### config.mk
export PLATFORM = sky130hd
export DESIGN_NAME = bus_break_unit
export DESIGN_NICKNAME = d
export VERILOG_FILES = /design/src/rtl/bbk_pkg.sv /design/src/rtl/bbk_channel.sv /design/src/rtl/bbk_regfile.sv /design/src/rtl/bbk_match_seq.sv /design/src/rtl/bbk_arbiter.sv /design/src/rtl/bus_break_unit.sv
export SDC_FILE = /design/constraint.sdc
export NUM_CORES = 1
export LEC_CHECK = 0
export BUFFER_PORTS_ARGS = -buffer_cell sky130_fd_sc_hd__buf_2
export CAP_MARGIN = 15
export CORE_UTILIZATION = 63
export CTS_BUF_LIST = sky130_fd_sc_hd__clkbuf_16
export DETAILED_ROUTE_END_ITERATION = 7
export GPL_TIMING_DRIVEN = 0
export PLACE_DENSITY = 0.86
export SLEW_MARGIN = 15
export SYNTH_ARGS = -nofsm -noshare
export SYNTH_HDL_FRONTEND = slang
export SYNTH_SLANG_ARGS = --single-unit
### constraint.sdc
create_clock -name clk -period 5.4 [get_ports clk]
set_clock_uncertainty 0.2 [all_clocks]
set_input_delay 1.08 -clock clk [delete_from_list [all_inputs] [get_ports clk]]
set_output_delay 1.08 -clock clk [all_outputs]
set_load 0.005 [all_outputs]
### src/rtl/bbk_pkg.sv
package bbk_pkg;

  typedef enum logic [1:0] {
    KIND_OFF   = 2'd0,
    KIND_FETCH = 2'd1,
    KIND_DATA  = 2'd2,
    KIND_ANY   = 2'd3
  } kind_sel_e;

  typedef enum logic [1:0] {
    DIR_EITHER0 = 2'd0,
    DIR_READ    = 2'd1,
    DIR_WRITE   = 2'd2,
    DIR_EITHER  = 2'd3
  } dir_sel_e;

  // [5] post, [4] dma master, [3:2] direction, [1:0] kind
  typedef struct packed {
    logic      post;
    logic      dma;
    dir_sel_e  dir;
    kind_sel_e kind;
  } chan_ctrl_t;

  localparam int CTRL_W = $bits(chan_ctrl_t);

  localparam logic [2:0] RA_REF_A  = 3'd0;
  localparam logic [2:0] RA_MSK_A  = 3'd1;
  localparam logic [2:0] RA_CTL_A  = 3'd2;
  localparam logic [2:0] RA_REF_B  = 3'd3;
  localparam logic [2:0] RA_MSK_B  = 3'd4;
  localparam logic [2:0] RA_CTL_B  = 3'd5;
  localparam logic [2:0] RA_SEQ    = 3'd6;
  localparam logic [2:0] RA_FLAGS  = 3'd7;

  function automatic logic kind_ok(input kind_sel_e k, input logic is_fetch);
    case (k)
      KIND_FETCH: return is_fetch;
      KIND_DATA:  return !is_fetch;
      KIND_ANY:   return 1'b1;
      default:    return 1'b0;
    endcase
  endfunction

  function automatic logic dir_ok(input dir_sel_e d, input logic is_write);
    case (d)
      DIR_READ:  return !is_write;
      DIR_WRITE: return is_write;
      default:   return 1'b1;
    endcase
  endfunction

endpackage

### src/rtl/bbk_channel.sv
module bbk_channel
  import bbk_pkg::*;
#(
  parameter int AW = 32
) (
  input  logic [AW-1:0] ref_addr,
  input  logic [AW-1:0] dc_mask,
  input  chan_ctrl_t    ctrl,
  input  logic          bus_valid,
  input  logic [AW-1:0] bus_addr,
  input  logic          bus_fetch,
  input  logic          bus_write,
  input  logic          bus_dma,
  output logic          hit
);

  function automatic logic addr_hit(input logic [AW-1:0] a,
                                    input logic [AW-1:0] r,
                                    input logic [AW-1:0] m);
    return ((a ^ r) & ~m) == '0;
  endfunction

  logic master_ok;
  assign master_ok = (bus_dma == ctrl.dma);

  assign hit = bus_valid && master_ok
            && kind_ok(ctrl.kind, bus_fetch)
            && dir_ok(ctrl.dir, bus_write)
            && addr_hit(bus_addr, ref_addr, dc_mask);

endmodule

### src/rtl/bbk_regfile.sv
module bbk_regfile
  import bbk_pkg::*;
#(
  parameter int AW  = 32,
  parameter int LAT = 2
) (
  input  logic          clk,
  input  logic          rst_n,
  input  logic          reg_wr,
  input  logic          reg_rd,
  input  logic          reg_dma,
  input  logic [2:0]    reg_addr,
  input  logic [AW-1:0] reg_wdata,
  input  logic [1:0]    flags_in,
  output logic [AW-1:0] ref_a,
  output logic [AW-1:0] msk_a,
  output chan_ctrl_t    ctl_a,
  output logic [AW-1:0] ref_b,
  output logic [AW-1:0] msk_b,
  output chan_ctrl_t    ctl_b,
  output logic          seq_en,
  output logic          seq_wr_commit,
  output logic [1:0]    flag_clr,
  output logic [AW-1:0] reg_rdata,
  output logic          reg_rvalid
);

  localparam int TAIL = LAT - 1;

  logic [LAT-1:0] p_wr, p_rd, p_dma;
  logic [2:0]     p_addr [LAT];
  logic [AW-1:0]  p_data [LAT];

  always_ff @(posedge clk or negedge rst_n) begin
    if (!rst_n) begin
      p_wr  <= '0;
      p_rd  <= '0;
      p_dma <= '0;
      for (int i = 0; i < LAT; i++) begin
        p_addr[i] <= '0;
        p_data[i] <= '0;
      end
    end else begin
      p_wr[0]   <= reg_wr && !reg_dma;
      p_rd[0]   <= reg_rd;
      p_dma[0]  <= reg_dma;
      p_addr[0] <= reg_addr;
      p_data[0] <= reg_wdata;
      for (int i = 1; i < LAT; i++) begin
        p_wr[i]   <= p_wr[i-1];
        p_rd[i]   <= p_rd[i-1];
        p_dma[i]  <= p_dma[i-1];
        p_addr[i] <= p_addr[i-1];
        p_data[i] <= p_data[i-1];
      end
    end
  end

  logic          commit_wr;
  logic [2:0]    commit_addr;
  logic [AW-1:0] commit_data;
  assign commit_wr   = p_wr[TAIL];
  assign commit_addr = p_addr[TAIL];
  assign commit_data = p_data[TAIL];

  always_ff @(posedge clk or negedge rst_n) begin
    if (!rst_n) begin
      ref_a  <= '0;
      msk_a  <= '0;
      ctl_a  <= '0;
      ref_b  <= '0;
      msk_b  <= '0;
      ctl_b  <= '0;
      seq_en <= 1'b0;
    end else if (commit_wr) begin
      case (commit_addr)
        RA_REF_A: ref_a  <= commit_data;
        RA_MSK_A: msk_a  <= commit_data;
        RA_CTL_A: ctl_a  <= chan_ctrl_t'(commit_data[CTRL_W-1:0]);
        RA_REF_B: ref_b  <= commit_data;
        RA_MSK_B: msk_b  <= commit_data;
        RA_CTL_B: ctl_b  <= chan_ctrl_t'(commit_data[CTRL_W-1:0]);
        RA_SEQ:   seq_en <= commit_data[0];
        default:  ;
      endcase
    end
  end

  assign seq_wr_commit = commit_wr && (commit_addr == RA_SEQ);
  assign flag_clr      = (commit_wr && (commit_addr == RA_FLAGS)) ? ~commit_data[1:0] : 2'b00;

  logic [AW-1:0] rd_mux;
  always_comb begin
    case (commit_addr)
      RA_REF_A: rd_mux = ref_a;
      RA_MSK_A: rd_mux = msk_a;
      RA_CTL_A: rd_mux = {{(AW-CTRL_W){1'b0}}, ctl_a};
      RA_REF_B: rd_mux = ref_b;
      RA_MSK_B: rd_mux = msk_b;
      RA_CTL_B: rd_mux = {{(AW-CTRL_W){1'b0}}, ctl_b};
      RA_SEQ:   rd_mux = {{(AW-1){1'b0}}, seq_en};
      default:  rd_mux = {{(AW-2){1'b0}}, flags_in};
    endcase
  end

  always_ff @(posedge clk or negedge rst_n) begin
    if (!rst_n) begin
      reg_rvalid <= 1'b0;
      reg_rdata  <= '0;
    end else begin
      reg_rvalid <= p_rd[TAIL];
      if (p_rd[TAIL]) reg_rdata <= p_dma[TAIL] ? '0 : rd_mux;
    end
  end


  cfg_commit_only_chk: assert property (@(posedge clk) disable iff (!rst_n)
    !$stable(ref_a) |-> $past(commit_wr));


  dma_read_zero_chk: assert property (@(posedge clk) disable iff (!rst_n)
    (reg_rvalid && $past(p_dma[TAIL])) |-> (reg_rdata == '0));

endmodule

### src/rtl/bbk_match_seq.sv
module bbk_match_seq (
  input  logic       clk,
  input  logic       rst_n,
  input  logic       seq_en,
  input  logic       hit_a,
  input  logic       hit_b,
  input  logic       a_pre_fetch,
  input  logic       a_post,
  input  logic       b_post,
  input  logic       seq_wr_commit,
  input  logic [1:0] flag_clr,
  output logic       cond,
  output logic       cond_post,
  output logic [1:0] flags,
  output logic       armed
);

  logic same_cycle_ok;
  logic seq_cond;
  logic [1:0] flag_set;

  assign same_cycle_ok = a_pre_fetch && hit_a && hit_b;
  assign seq_cond      = seq_en && ((armed && hit_b) || same_cycle_ok);

  always_comb begin
    if (seq_en) begin
      cond      = seq_cond;
      cond_post = same_cycle_ok ? 1'b0 : b_post;
      flag_set  = {seq_cond, seq_cond};
    end else begin
      cond      = hit_a || hit_b;
      cond_post = (!hit_a || a_post) && (!hit_b || b_post);
      flag_set  = {hit_b, hit_a};
    end
  end

  always_ff @(posedge clk or negedge rst_n) begin
    if (!rst_n) begin
      armed <= 1'b0;
      flags <= 2'b00;
    end else begin
      flags <= (flags & ~flag_clr) | flag_set;
      if (seq_wr_commit || seq_cond || !seq_en) armed <= 1'b0;
      else if (hit_a)                           armed <= 1'b1;
    end
  end


  seq_needs_arm_chk: assert property (@(posedge clk) disable iff (!rst_n)
    (seq_en && hit_b && !armed && !same_cycle_ok) |-> !cond);


  disarm_after_break_chk: assert property (@(posedge clk) disable iff (!rst_n)
    (seq_en && cond) |=> !armed);


  flag_sticky_chk: assert property (@(posedge clk) disable iff (!rst_n)
    $fell(flags[0]) |-> $past(flag_clr[0]));

endmodule

### src/rtl/bbk_arbiter.sv
module bbk_arbiter (
  input  logic clk,
  input  logic rst_n,
  input  logic cond,
  input  logic cond_post,
  input  logic exc_fetch,
  input  logic exc_oper,
  output logic brk_req,
  output logic brk_post,
  output logic take_fetch,
  output logic take_oper
);

  logic brk_win, oper_win;
  assign brk_win  = cond && !exc_fetch && !(cond_post && exc_oper);
  assign oper_win = exc_oper && !exc_fetch && !(cond && !cond_post);

  always_ff @(posedge clk or negedge rst_n) begin
    if (!rst_n) begin
      brk_req    <= 1'b0;
      brk_post   <= 1'b0;
      take_fetch <= 1'b0;
      take_oper  <= 1'b0;
    end else begin
      brk_req    <= brk_win;
      brk_post   <= brk_win && cond_post;
      take_fetch <= exc_fetch;
      take_oper  <= oper_win;
    end
  end


  single_grant_chk: assert property (@(posedge clk) disable iff (!rst_n)
    $countones({brk_req, take_fetch, take_oper}) <= 1);


  pre_beats_oper_chk: assert property (@(posedge clk) disable iff (!rst_n)
    (cond && !cond_post && exc_oper && !exc_fetch) |=> (brk_req && !brk_post));

endmodule

### src/rtl/bus_break_unit.sv
module bus_break_unit
  import bbk_pkg::*;
#(
  parameter int AW  = 32,
  parameter int LAT = 2
) (
  input  logic          clk,
  input  logic          rst_n,
  input  logic          reg_wr,
  input  logic          reg_rd,
  input  logic          reg_dma,
  input  logic [2:0]    reg_addr,
  input  logic [AW-1:0] reg_wdata,
  output logic [AW-1:0] reg_rdata,
  output logic          reg_rvalid,
  input  logic          bus_valid,
  input  logic [AW-1:0] bus_addr,
  input  logic          bus_fetch,
  input  logic          bus_write,
  input  logic          bus_dma,
  input  logic          exc_fetch,
  input  logic          exc_oper,
  output logic          brk_req,
  output logic          brk_post,
  output logic          take_fetch,
  output logic          take_oper
);

  localparam int NCH = 2;

  logic [AW-1:0] ref_r [NCH];
  logic [AW-1:0] msk_r [NCH];
  chan_ctrl_t    ctl_r [NCH];
  logic [NCH-1:0] hit;
  logic          seq_en, seq_wr_commit;
  logic [1:0]    flag_clr, flags;
  logic          cond, cond_post, armed;

  bbk_regfile #(.AW(AW), .LAT(LAT)) u_regs (
    .clk(clk), .rst_n(rst_n),
    .reg_wr(reg_wr), .reg_rd(reg_rd), .reg_dma(reg_dma),
    .reg_addr(reg_addr), .reg_wdata(reg_wdata), .flags_in(flags),
    .ref_a(ref_r[0]), .msk_a(msk_r[0]), .ctl_a(ctl_r[0]),
    .ref_b(ref_r[1]), .msk_b(msk_r[1]), .ctl_b(ctl_r[1]),
    .seq_en(seq_en), .seq_wr_commit(seq_wr_commit), .flag_clr(flag_clr),
    .reg_rdata(reg_rdata), .reg_rvalid(reg_rvalid)
  );

  for (genvar c = 0; c < NCH; c++) begin : g_chan
    bbk_channel #(.AW(AW)) u_chan (
      .ref_addr(ref_r[c]), .dc_mask(msk_r[c]), .ctrl(ctl_r[c]),
      .bus_valid(bus_valid), .bus_addr(bus_addr), .bus_fetch(bus_fetch),
      .bus_write(bus_write), .bus_dma(bus_dma), .hit(hit[c])
    );
  end

  logic a_pre_fetch;
  assign a_pre_fetch = (ctl_r[0].kind == KIND_FETCH) && !ctl_r[0].post;

  bbk_match_seq u_seq (
    .clk(clk), .rst_n(rst_n), .seq_en(seq_en),
    .hit_a(hit[0]), .hit_b(hit[1]), .a_pre_fetch(a_pre_fetch),
    .a_post(ctl_r[0].post), .b_post(ctl_r[1].post),
    .seq_wr_commit(seq_wr_commit), .flag_clr(flag_clr),
    .cond(cond), .cond_post(cond_post), .flags(flags), .armed(armed)
  );

  bbk_arbiter u_arb (
    .clk(clk), .rst_n(rst_n), .cond(cond), .cond_post(cond_post),
    .exc_fetch(exc_fetch), .exc_oper(exc_oper),
    .brk_req(brk_req), .brk_post(brk_post),
    .take_fetch(take_fetch), .take_oper(take_oper)
  );


  master_filter_chk: assert property (@(posedge clk) disable iff (!rst_n)
    (bus_valid && (bus_dma != ctl_r[0].dma) && (bus_dma != ctl_r[1].dma) && !exc_fetch && !exc_oper)
      |=> !brk_req);

endmodule

==> flow_summary.json <==
{
  "status": "finished clean",
  "fin_util_pct": 75.5,
  "synthDistinctLibCells": 49,
  "core_area_sq_mm": 0.0165,
  "async_flop_share_pct": 100,
  "wirelength_um": 28400,
  "dp_cells": 1128,
  "clockRootBuffer": "clkbuf_16",
  "ios": 115,
  "start_kind": "flop",
  "vias": 7554,
  "stdcell_count": 1175,
  "start_util_pct": 64.5,
  "worst_slew_pin_slew_ns": 1.13,
  "place.gp.congestion": 0.975,
  "post_dp_cell_area_sq_mm": 0.0116,
  "postCtsHoldBufs": 0,
  "cts-resized-gates": 0,
  "netlist.area_leader.share_pct": 60.3,
  "synth_flop_cell": "dfrtp_1",
  "setup_viol": 0,
  "rr_startpoint": "u_regs.commit_addr[0]$_DFF_PN0_",
  "synth_area_leaders": "dfrtp_1 60%, mux2_1 11%, xnor2_1 5.4%",
  "diodes": 0,
  "criticalPathCategory": "reg -> reg",
  "htree_num_levels": 1,
  "clock_latency_ns": 0.52,
  "reg2regPathDepth": 7,
  "grt_pass1_wl_um": 44200,
  "cts_tree": "yes",
  "antenna_found_initial": 0,
  "setup_tns_ns": 0,
  "die_area_sq_mm": 0.0174,
  "drc": 0,
  "grt_max_degree": 89,
  "drt-initial-drc-count": 695,
  "die_height_um": 132,
  "vdd_drop_max_uv": 356,
  "cts_buffers": 26,
  "fillers": 997,
  "grt_usage_pct": 33.8,
  "setup_ws_ns": 2.17,
  "finalHoldViolCount": 0,
  "p_leak_uw": 0.00552,
  "syn_to_final_growth_pct": 17.0,
  "clk_path_buf_depth": 3,
  "synth_area_sq_mm": 0.0107,
  "synth_edf_count": 0,
  "placementRows": 47,
  "seq_area_frac_synth_pct": 60.3,
  "critical_path_arrival_ns": 3.42,
  "min_path_cells": 0,
  "cap_violations": 0,
  "via_per_inst": 6.43,
  "cts.sinks": 257,
  "power.density_mw_per_mm2": 421,
  "dp_hpwl_um": 19500,
  "fmax_ghz": 0.309,
  "syn_inst": 791,
  "die_w_um": 132,
  "io_buffers": 114,
  "cts_setup_buffers": 0,
  "hp-class": "reg -> reg",
  "dp_slack_ns": 1.81,
  "rrSetupSlack_ns": 2.17,
  "max_slew_margin_pct": 24.2,
  "grt_overflow": 0,
  "holdPathEnd": "u_regs.commit_data[17]$_DFF_PN0_",
  "firstDrtPassIters": 5,
  "routedWlPerCell_um": 24.2,
  "avgSynthCellArea_sq_um": 13.5,
  "post_route_cells_drive_above_1_share_pct": 22.7,
  "syn-num-nets": 873,
  "synth_top_cell_by_area": "dfrtp_1",
  "fin_crit_sh_pct": 59.9,
  "rsz0062_at_grt": "false",
  "drv_slew": 0,
  "grt_pass1_vias": 7812,
  "path_max_fanout": 10,
  "ys_warn_count": 0,
  "clk_pin_slew_ns": 0.06,
  "design_area_sq_mm": 0.0125,
  "critPathRequiredTime_ns": 5.59,
  "r2r-end": "u_regs.msk_a[7]$_DFFE_PN0P_",
  "period_needed_ns": 3.23,
  "nNetsFinal": 1018,
  "min_from": "u_regs.p_data[49]$_DFF_PN0_",
  "antenna_left": 0,
  "worstSetupEndpointType": "flop",
  "synth-seq-cells": 257
}
[report_power, final]
part	internal, uW	switching [uW]	leakage (uW)
clock	1140	722	0.000458
sequential	2230	307	0.00316
combinational	426	432	0.00190
total	3790	1460	0.00552
[kinds of logic after synthesis]
| group | synth area share [%] |
|---|---|
| multiplexers | 16.2 |
| AO/OA/AOI/OAI | 11.3 |
| AND/OR/NAND/NOR | 3.31 |
| adder cells (fa/ha/maj) | 0.470 |
| buffers and inverters | 2.92 |
| flip-flops | 60.3 |
| XOR/XNOR | 5.42 |
[routing by layer]
layer  global-route usage [%]  wire, um
met5                        0         0
met4                     16.4      1350
met3                     6.61      2420
met2                     53.8     13600
met1                     45.0     11000
[worst max path at each step]
stage / startpoint / end / depth (start not counted)
6_report: u_regs.commit_addr[0]$_DFF_PN0_ / u_regs.msk_a[7]$_DFFE_PN0P_ / 7
5_1_grt: u_regs.commit_addr[0]$_DFF_PN0_ / u_regs.msk_a[8]$_DFFE_PN0P_ / 7
4_1_cts: u_regs.commit_addr[0]$_DFF_PN0_ / u_regs.msk_a[30]$_DFFE_PN0P_ / 7
3_5_place_dp: bus_addr[7] / u_arb.take_oper$_DFF_PN0_ / 8
3_3_place_gp: rst_n / u_regs.p_data[57]$_DFF_PN0_ / 1
2_1_floorplan: bus_addr[2] / u_arb.take_oper$_DFF_PN0_ / 7
[through the flow]
stage / hold slack [ns] / power [uW]
after floorplan: 0.131 / 3000
after global placement: 0.132 / 3320
after detailed placement: 0.135 / 3370
after CTS: 0.146 / 5240
after global routing: 0.154 / 5430
final: 0.143 / 5250
[placed cells by master (no fill, tap or decap), types with 5 or more instances in the layout]
cell type  synthesis  final
dfrtp_1          257    257
buf_2              9    122
mux2_1           102    102
o22ai_1           78     78
xnor2_1           66     66
mux2_2            44     44
inv_1             38     43
a221oi_1          27     27
clkbuf_16          0     27
a22o_1            26     26
clkbuf_1          23     23
nor2_1            17     17
nand2_1           11     11
nor4_1            10     10
o21ai_0           10     10
nand3_1            8      8
a22oi_1            6      6
bufinv_16          0      5
clkinv_1           0      5
[registers in the layout, indices dropped and copies added, names as in the netlist, 6 cells and up]
| signal | count |
|---|---|
| u_regs.commit_data | 32 |
| u_regs.ctl_a | 6 |
| u_regs.ctl_b | 6 |
| u_regs.msk_a | 32 |
| u_regs.msk_b | 32 |
| u_regs.p_data | 32 |
| u_regs.ref_a | 32 |
| u_regs.ref_b | 32 |
| u_regs.reg_rdata | 32 |
[worst max-delay path, stage by stage, from the launching register on]
cell	delay (ns)
dfrtp_1	0.33
clkbuf_1	0.41
nand2_1	0.13
nor2_1	0.79
and2_1	0.23
clkbuf_1	0.24
buf_2	0.41
mux2_1	0.37
[cell type report]
cell class | instances | area, sq um | share of cell area (%)
plain buffers | 38 | 165 | 1.32
clock buffers | 27 | 676 | 5.42
clock inverters | 20 | 216 | 1.74
inverters | 39 | 146 | 1.17
multi-input cells | 457 | 3920 | 31.4
flip-flops and latches | 257 | 6430 | 51.6
well taps | 220 | 275 | 2.21
repair buffers | 117 | 643 | 5.16
[cells in the mapped netlist, types with 2 or more instances]
master and number:
a21oi_1 2, a221oi_1 27, a22o_1 26, a22oi_1 6
a31oi_1 2, and2_1 3, buf_1 3, buf_2 9
buf_4 3, clkbuf_1 23, dfrtp_1 257, ha_1 4
inv_1 38, mux2_1 102, mux2_2 44, mux2i_1 4
mux4_2 2, nand2_1 11, nand2b_1 3, nand3_1 8
nand4_1 2, nor2_1 17, nor2b_1 3, nor3_1 2
nor4_1 10, o21a_1 2, o21ai_0 10, o21ai_1 2
o22a_1 3, o22ai_1 78, or4_1 2, xnor2_1 66
No activity file was read; power rests on OpenSTA's default activity.
